$ cat src/rtl/dbgf_pkg.sv
package dbgf_pkg;
  // Word offsets inside the bridge window; software depends on these.
  localparam int unsigned OFS_RX_POP  = 32'h08;
  localparam int unsigned OFS_RX_PEEK = 32'h0C;
  localparam int unsigned OFS_TX      = 32'h10;
  localparam int unsigned OFS_STAT    = 32'h14;

  // Status / clear bit positions
  localparam int unsigned BIT_RX = 0;
  localparam int unsigned BIT_TX = 1;

  typedef enum logic [2:0] {
    SEL_NONE,
    SEL_RX_POP,
    SEL_RX_PEEK,
    SEL_TX,
    SEL_STAT
  } reg_sel_t;
endpackage

$ cat src/rtl/dbgf_byte_fifo.sv
module dbgf_byte_fifo #(
  parameter int DATA_W = 8,
  parameter int DEPTH  = 16
) (
  input  logic                       clk,
  input  logic                       rst,
  input  logic                       flush,
  input  logic                       push,
  input  logic [DATA_W-1:0]          push_data,
  input  logic                       pop,
  output logic [DATA_W-1:0]          head,
  output logic [$clog2(DEPTH+1)-1:0] count,
  output logic                       full,
  output logic                       empty
);
  localparam int PTR_W = $clog2(DEPTH);
  localparam int CNT_W = $clog2(DEPTH + 1);

  logic [DATA_W-1:0] mem [DEPTH];
  logic [PTR_W-1:0]  wptr, rptr;
  logic              push_ok, pop_ok;

  assign full    = (count == CNT_W'(DEPTH));
  assign empty   = (count == '0);
  assign push_ok = push && !full && !flush;
  assign pop_ok  = pop && !empty && !flush;
  assign head    = mem[rptr];

  // Storage without reset so it maps onto RAM.
  always_ff @(posedge clk) begin
    if (push_ok) mem[wptr] <= push_data;
  end

  always_ff @(posedge clk) begin
    if (rst || flush) begin
      wptr  <= '0;
      rptr  <= '0;
      count <= '0;
    end else begin
      if (push_ok) wptr <= wptr + 1'b1;
      if (pop_ok)  rptr <= rptr + 1'b1;
      case ({push_ok, pop_ok})
        2'b10:   count <= count + 1'b1;
        2'b01:   count <= count - 1'b1;
        default: count <= count;
      endcase
    end
  end
endmodule

$ cat src/rtl/dbgf_decode.sv
module dbgf_decode
  import dbgf_pkg::*;
#(
  parameter int ADDR_W = 8
) (
  input  logic [ADDR_W-1:0] addr,
  input  logic              rd,
  input  logic              wr,
  output reg_sel_t          rsel,
  output reg_sel_t          wsel
);
  reg_sel_t hit;

  always_comb begin
    hit = SEL_NONE;
    if      (addr == ADDR_W'(OFS_RX_POP))  hit = SEL_RX_POP;
    else if (addr == ADDR_W'(OFS_RX_PEEK)) hit = SEL_RX_PEEK;
    else if (addr == ADDR_W'(OFS_TX))      hit = SEL_TX;
    else if (addr == ADDR_W'(OFS_STAT))    hit = SEL_STAT;
  end

  // Receive addresses are read-only; the transmit address is write-only.
  always_comb begin
    rsel = SEL_NONE;
    wsel = SEL_NONE;
    if (rd && hit != SEL_TX) rsel = hit;
    if (wr && (hit == SEL_TX || hit == SEL_STAT)) wsel = hit;
  end
endmodule

$ cat src/rtl/dbg_fifo_bridge.sv
module dbg_fifo_bridge
  import dbgf_pkg::*;
#(
  parameter int ADDR_W = 8,
  parameter int DEPTH  = 16
) (
  input  logic              clk,
  input  logic              rst,
  input  logic [ADDR_W-1:0] bus_addr,
  input  logic              bus_rd,
  input  logic              bus_wr,
  input  logic [31:0]       bus_wdata,
  output logic [31:0]       bus_rdata,
  input  logic              host_rx_push,
  input  logic [7:0]        host_rx_data,
  output logic              host_rx_full,
  input  logic              host_tx_pop,
  output logic [7:0]        host_tx_data,
  output logic              host_tx_valid
);
  localparam int CNT_W = $clog2(DEPTH + 1);

  reg_sel_t         rsel, wsel;
  logic [7:0]       rx_head, tx_head;
  logic [CNT_W-1:0] rx_count, tx_count;
  logic             rx_full, rx_empty, tx_full, tx_empty;
  logic             rx_flush, tx_flush;

  dbgf_decode #(.ADDR_W(ADDR_W)) u_dec (
    .addr (bus_addr),
    .rd   (bus_rd),
    .wr   (bus_wr),
    .rsel (rsel),
    .wsel (wsel)
  );

  assign rx_flush = (wsel == SEL_STAT) && bus_wdata[BIT_RX];
  assign tx_flush = (wsel == SEL_STAT) && bus_wdata[BIT_TX];

  dbgf_byte_fifo #(.DATA_W(8), .DEPTH(DEPTH)) u_rx (
    .clk       (clk),
    .rst       (rst),
    .flush     (rx_flush),
    .push      (host_rx_push),
    .push_data (host_rx_data),
    .pop       (rsel == SEL_RX_POP),
    .head      (rx_head),
    .count     (rx_count),
    .full      (rx_full),
    .empty     (rx_empty)
  );

  dbgf_byte_fifo #(.DATA_W(8), .DEPTH(DEPTH)) u_tx (
    .clk       (clk),
    .rst       (rst),
    .flush     (tx_flush),
    .push      (wsel == SEL_TX),
    .push_data (bus_wdata[7:0]),
    .pop       (host_tx_pop),
    .head      (tx_head),
    .count     (tx_count),
    .full      (tx_full),
    .empty     (tx_empty)
  );

  always_ff @(posedge clk) begin
    if (rst) begin
      bus_rdata <= '0;
    end else if (bus_rd) begin
      case (rsel)
        SEL_RX_POP,
        SEL_RX_PEEK: bus_rdata <= rx_empty ? 32'd0 : {24'd0, rx_head};
        SEL_STAT: begin
          bus_rdata         <= '0;
          bus_rdata[BIT_RX] <= !rx_empty;
          bus_rdata[BIT_TX] <= !tx_full;
        end
        default:     bus_rdata <= '0;
      endcase
    end
  end

  assign host_rx_full  = rx_full;
  assign host_tx_data  = tx_head;
  assign host_tx_valid = !tx_empty;
endmodule

$ cat config.mk
export PLATFORM = sky130hd
export DESIGN_NAME = dbg_fifo_bridge
export DESIGN_NICKNAME = d
export VERILOG_FILES = /design/src/rtl/dbgf_pkg.sv /design/src/rtl/dbgf_byte_fifo.sv /design/src/rtl/dbgf_decode.sv /design/src/rtl/dbg_fifo_bridge.sv
export SDC_FILE = /design/constraint.sdc
export NUM_CORES = 1
export LEC_CHECK = 0
export ABC_AREA = 1
export CAP_MARGIN = 0
export CORE_UTILIZATION = 50
export CTS_CLUSTER_SIZE = 12
export DETAILED_ROUTE_END_ITERATION = 8
export DONT_BUFFER_PORTS = 1
export PLACE_DENSITY = 0.77
export SETUP_SLACK_MARGIN = 0.5
export SYNTH_ARGS = -nofsm -noshare
export SYNTH_HDL_FRONTEND = slang
export SYNTH_SLANG_ARGS = --single-unit
$ cat constraint.sdc
create_clock -name clk -period 2.8 [get_ports clk]
set_input_delay 0.7 -clock clk [delete_from_list [all_inputs] [get_ports clk]]
set_output_delay 0.7 -clock clk [all_outputs]
set_load 0.02 [all_outputs]
==> results.sh, run 1 <==
export IMPL_wl_um=25700
export IMPL_grtUsageMet2_pct=34.4
export IMPL_tritoncts="done"
export IMPL_crit_required_ns=2.10
export IMPL_whs_endpoint="bus_rdata[5]$_SDFFE_PP0P_"
export IMPL_ir_worst_vdd_mv=0.568
export IMPL_layout_cells_non_filler=1422
export IMPL_rows=57
export IMPL_path_clk_slew_ns=0.06
export IMPL_cts_buffers=30
export IMPL_area_delta_synth_final_pct=13.4
export IMPL_place_gp_congestion=0.821
export IMPL_rsz0062_at_grt="true"
export IMPL_antenna_found_initial=0
export IMPL_hold_depth=1
export IMPL_worstSetupPathType="reg -> out"
export IMPL_final_nets=1151
export IMPL_async_flop_share_pct=0
export IMPL_wl_per_cell_um=18.1
export IMPL_diodes=0
export IMPL_core_area_sq_mm=0.0246
export IMPL_total_power_w=0.0110
export IMPL_dpl_cell_count=1359
export IMPL_vias_per_cell=5.53
export IMPL_ys_ff_latch=298
export IMPL_yosys_warnings=0
export IMPL_drv_cap=0
export IMPL_synth_enable_flop_cells=256
export IMPL_h_tree_depth=1
export IMPL_cts_hold_buf=0
export IMPL_fillCellCount=1904
export IMPL_dieArea_sq_mm=0.0260
export IMPL_critical_path_endpoint_type="primary output"
export IMPL_synth_distinct_cells=44
export IMPL_vias=7868
export IMPL_syn_inst=1052
export IMPL_drtIter0Drc=721
export IMPL_ys_flop_type="edfxtp_1"
export IMPL_crit_arrival_ns=1.95
export IMPL_grt_pass1_wl_um=40100
export IMPL_final_period_utilization_pct=94.5
export IMPL_multi_input_area_sq_mm=0.00367
export IMPL_setup_violations=0
export IMPL_tightestPinTransition_ns=0.639
export IMPL_critPathLaunchType="register"
export IMPL_power_leakage_nw=4.95
export IMPL_hp_start="rst"
export IMPL_gr_max_usage_layer="met2"
export IMPL_start_util_pct=51.5
export IMPL_drive_above_1_share_pct=16.3
export IMPL_postPlaceCellArea_sq_mm=0.0131
export IMPL_dr_pass1_iters=5
export IMPL_drc=0
export IMPL_cts_sinks=298
export IMPL_syn_area_sq_mm=0.0127
export IMPL_hp_class="in -> reg"
export IMPL_clockBufferDepth=3
export IMPL_crit_fanout=7
export IMPL_root_buffer="clkbuf_16"
export IMPL_r2r_cells=13
export IMPL_grt_pass1_vias=7724
export IMPL_slew_violations=0
export IMPL_met3_usage_pct=3.29
export IMPL_seq_area_frac_synth_pct=67.3
export IMPL_stdcell_area_sq_mm=0.0144
export IMPL_grt_max_degree=66
export IMPL_seq_area_sq_mm=0.00854
export IMPL_status="finished clean"
export IMPL_power_density_mw_per_mm2=768
export IMPL_slew_headroom_pct=57.4
export IMPL_hold_viol=0
export IMPL_fmaxAchievable_mhz=378
export IMPL_grt_usage_pct=19.8
export IMPL_die_w_um=161
export IMPL_grt_overflow=0
export IMPL_io_pins=96
export IMPL_ant_nets=0
export IMPL_reg2reg_slack_ns=0.54
export IMPL_r2r_end="u_tx.count[4]$_SDFFE_PP0P_"
export IMPL_hpwlAfterDp_um=16000
export IMPL_clock_latency_ns=0.54
export IMPL_tns_ns=0
export IMPL_reg2reg_from="u_tx.count[0]$_SDFFE_PP0P_"
export IMPL_portBuffers=0
export IMPL_clock_skew_ns=0.0176
export IMPL_period_needed_ns=2.65
export IMPL_met1_usage_pct=24.7
export IMPL_die_height_um=161
export IMPL_synth_area_per_cell_sq_um=12.0
==> how the worst max path moves through the flow <==
stage                      from                         end  cells past startpoint
floorplan           bus_addr[0]  u_tx.count[4]$_SDFFE_PP0P_                     17
CTS                    register             host_tx_data[5]                      5
detailed placement  bus_addr[5]   u_rx.mem[13][4]$_DFFE_PP_                      9
finish                 register             host_tx_data[1]                      6
global placement    bus_addr[5]  u_tx.count[4]$_SDFFE_PP0P_                     15
global route           register             host_tx_data[6]                      7
==> worst max-delay path, cell delays in order (launching register included) <==
cell      delay (ns)
dfxtp_4         0.40
buf_12          0.15
buf_16          0.14
mux2i_1         0.11
o211ai_1        0.23
nand3_1         0.20
nand2_2         0.18
==> state kept, by name (all words and copies together), names as in the netlist, named ones only <==
register / cells
bus_rdata: 8
u_rx.count: 5
u_rx.mem: 128
u_rx.rptr: 4
u_rx.wptr: 4
u_tx.count: 5
u_tx.mem: 128
u_tx.rptr: 4
u_tx.wptr: 4
==> power by group <==
part | switching, W | leakage [nW] | internal [W]
clock network | 0.00152 | 0.433 | 0.00211
logic | 0.00133 | 1.86 | 0.00103
registers | 0.000122 | 2.65 | 0.00492
==> repair_timing <==
action                                  in CTS  in global routing
buffers inserted                             8                  2
resized for setup                           51                 32
pin swaps                                   21                 25
gates cloned                                 2                  1
endpoints found under the setup margin     138                109
==> layout make-up <==
class	instances	share of cell area (%)
inverters	91	2.55
flip-flops and latches	298	59.4
well taps	324	2.82
multi-input cells	615	25.6
clock buffers	46	6.07
repair buffers	44	3.41
clock inverters	4	0.148
==> stage by stage <==
step | hold slack [ns] | setup WS [ns] | util [%]
detailed placement | 0.469 | 0.0544 | 53.3
global placement | 0.468 | 0.120 | 53.3
global route | 0.200 | 0.0940 | 58.4
CTS | 0.201 | 0.134 | 58.0
floorplan | 0.450 | 0.203 | -
finish | 0.218 | 0.154 | 58.4
==> metal layers <==
metal	share of wire (%)	wire length [um]
met5	0	0
met4	2.6	669
met3	5.8	1480
met2	51	13000
met1	41	10500
==> cells in the final DEF, fill, tap and decap left out, drive strengths merged <==
| master | n |
|---|---|
| a211oi | 6 |
| a21oi | 57 |
| buf | 43 |
| clkbuf | 47 |
| clkinv | 4 |
| clkinvlp | 1 |
| conb | 24 |
| dfxtp | 42 |
| edfxtp | 256 |
| fa | 1 |
| ha | 16 |
| inv | 90 |
| mux2i | 32 |
| nand2 | 105 |
| nand3 | 48 |
| nand4 | 5 |
| nor2 | 117 |
| nor3 | 7 |
| nor3b | 5 |
| nor4 | 1 |
| o211ai | 32 |
| o21ai | 120 |
| o21bai | 1 |
| o221ai | 16 |
| o22ai | 12 |
| xnor2 | 3 |
| xor2 | 7 |
==> cells in the mapped netlist, drive strengths merged (6+ instances only) <==
cell,number,area share [%]
a211oi,6,0.45
nor3,7,0.37
nand3,48,2.1
mux2i,32,2.5
buf,53,2.8
nand2,105,3.5
clkbuf,18,0.54
a21oi,57,2.3
ha,16,1.6
o21ai,120,4.8
inv,90,2.7
edfxtp,256,61
o22ai,12,0.59
o221ai,16,1.1
nor2,117,3.7
dfxtp,42,6.6
xor2,7,0.48
o211ai,32,1.9
==> cells by family (layout without fill, tap and decap cells) <==
family	after synthesis	after routing	share of synthesized area, %
simple gates	288	288	10.4
flops	298	298	67.3
fa+ha+maj	17	17	1.74
other cells	1	24	0.0296
buf+inv	162	185	6.10
xor+xnor	10	10	0.691
mux	32	32	2.53
compound gates	244	244	11.2
Note: power is estimated with default switching activity, not from simulation.
==> run 2, diff against run 1 <==
Settings changed: PLACE_DENSITY 0.77 to unset, PLACE_DENSITY_LB_ADDON set to 0.3.
==> results.sh, run 2 (synthesized netlist as in run 1, its figures left out) <==
export IMPL_critical_path_endpoint_type="primary output"
export IMPL_grtUsageMet2_pct=34.0
export IMPL_final_nets=1152
export IMPL_drc=0
export IMPL_die_w_um=161
export IMPL_ir_worst_vdd_mv=0.782
export IMPL_ant_nets=0
export IMPL_final_period_utilization_pct=97.4
export IMPL_tightestPinTransition_ns=0.783
export IMPL_crit_arrival_ns=2.03
export IMPL_worstSetupPathType="reg -> out"
export IMPL_r2r_cells=13
export IMPL_wl_um=26700
export IMPL_grt_overflow=0
export IMPL_clock_skew_ns=0.0189
export IMPL_drive_above_1_share_pct=15.9
export IMPL_crit_fanout=7
export IMPL_rsz0062_at_grt="true"
export IMPL_met1_usage_pct=27.0
export IMPL_cts_sinks=298
export IMPL_hold_viol=0
export IMPL_cts_buffers=31
export IMPL_dr_pass1_iters=5
export IMPL_holdWs_ns=0.198
export IMPL_portBuffers=0
export IMPL_tns_ns=0
export IMPL_vias_per_cell=5.50
export IMPL_crit_required_ns=2.10
export IMPL_post_route_util_pct=58.3
export IMPL_power_density_mw_per_mm2=773
export IMPL_fmaxAchievable_mhz=367
export IMPL_power_leakage_nw=4.97
export IMPL_grt_usage_pct=20.4
export IMPL_hp_class="in -> reg"
export IMPL_slew_headroom_pct=47.6
export IMPL_clockBufferDepth=3
export IMPL_core_area_sq_mm=0.0246
export IMPL_die_height_um=161
export IMPL_path_clk_slew_ns=0.06
export IMPL_root_buffer="clkbuf_16"
export IMPL_final_cell_mix="256 x edfxtp_1, 95 x nor2_1, 92 x o21ai_0"
export IMPL_period_needed_ns=2.73
export IMPL_dieArea_sq_mm=0.0260
export IMPL_gr_max_usage_layer="met2"
export IMPL_hold_depth=1
export IMPL_vias=7863
export IMPL_grt_pass1_wl_um=41100
export IMPL_grt_max_degree=64
export IMPL_drv_cap=0
export IMPL_critPathLaunchType="register"
export IMPL_diodes=0
export IMPL_tritoncts="done"
export IMPL_area_delta_synth_final_pct=13.2
export IMPL_setup_violations=0
export IMPL_h_tree_depth=1
export IMPL_met3_usage_pct=3.49
export IMPL_status="finished clean"
export IMPL_final_common_cell="edfxtp_1"
export IMPL_rows=57
export IMPL_grt_pass1_vias=7458
export IMPL_antenna_found_initial=0
export IMPL_hpwlAfterDp_um=16400
export IMPL_drtIter0Drc=641
export IMPL_reg_top3="u_rx.mem (128), u_tx.mem (128), bus_rdata (8)"
export IMPL_fillCellCount=1968
export IMPL_wl_per_cell_um=18.7
export IMPL_start_util_pct=51.5
export IMPL_io_pins=96
export IMPL_clock_latency_ns=0.56
export IMPL_place_gp_congestion=0.810
export IMPL_slew_violations=0
## run 2: cell count changes in the layout (fill, tap and decap cells not counted), sizes merged
cell	previous run	this run
clkbuf	47	54
inv	90	91
## run 2: metal layers
metal / wire (um) / vias up
met5: 0 / -
met4: 997 / 0
met3: 1510 / 64
met2: 13000 / 235
met1: 11200 / 3786
li1: - / 3778
## run 2: worst paths after layout
check	from	to	slack [ns]
min	rst	bus_rdata[5]$_SDFFE_PP0P_	0.20
min reg2reg	u_tx.rptr[2]$_SDFFE_PP0N_	register	0.49
max	register	host_tx_data[7]	0.07
max reg2reg	u_tx.count[3]$_SDFFE_PP0P_	u_tx.count[4]$_SDFFE_PP0P_	0.53
## run 2: final cells by class
type                            count  area (sq um)  area share [%]
Tap cell                          324           405            2.83
Timing Repair Buffer               44           399            2.78
Sequential cell                   298          8540            59.5
Clock inverter                      5          33.8           0.236
Multi-Input combinational cell    615          3660            25.5
Clock buffer                       53           940            6.55
Inverter                           91           367            2.56
## run 2: where the power goes
group	internal (W)	switching (W)
Combinational	0.000867	0.00129
Clock	0.00227	0.00163
Sequential	0.00492	0.000111
Total	0.00806	0.00303
## run 2: critical path: stages (launching register included)
cell and delay (ns):
dfxtp_4 0.44, buf_6 0.15, mux2i_2 0.23, o21ai_2 0.10, o211ai_1 0.37, nand2_2 0.19
## run 2: timing repair
item,in CTS,in global routing
cloned,0,2
endpoints found under the setup margin,83,47
buffers inserted,4,2
pin swaps,7,14
resized for setup,30,28
hold endpoints to repair,0,0
hold buffers,0,0
## run 2: metrics by stage
stage	cells	total power [W]	area (sq um)	setup slack (ns)
final	1430	0.0111	14300	0.0732
after global routing	1430	0.0115	14300	0.0525
after CTS	1426	0.0110	14200	0.118
after detailed placement	1364	0.00697	13100	0.102
after global placement	1364	0.00691	13100	0.130
after floorplan	1075	0.00657	12900	0.203
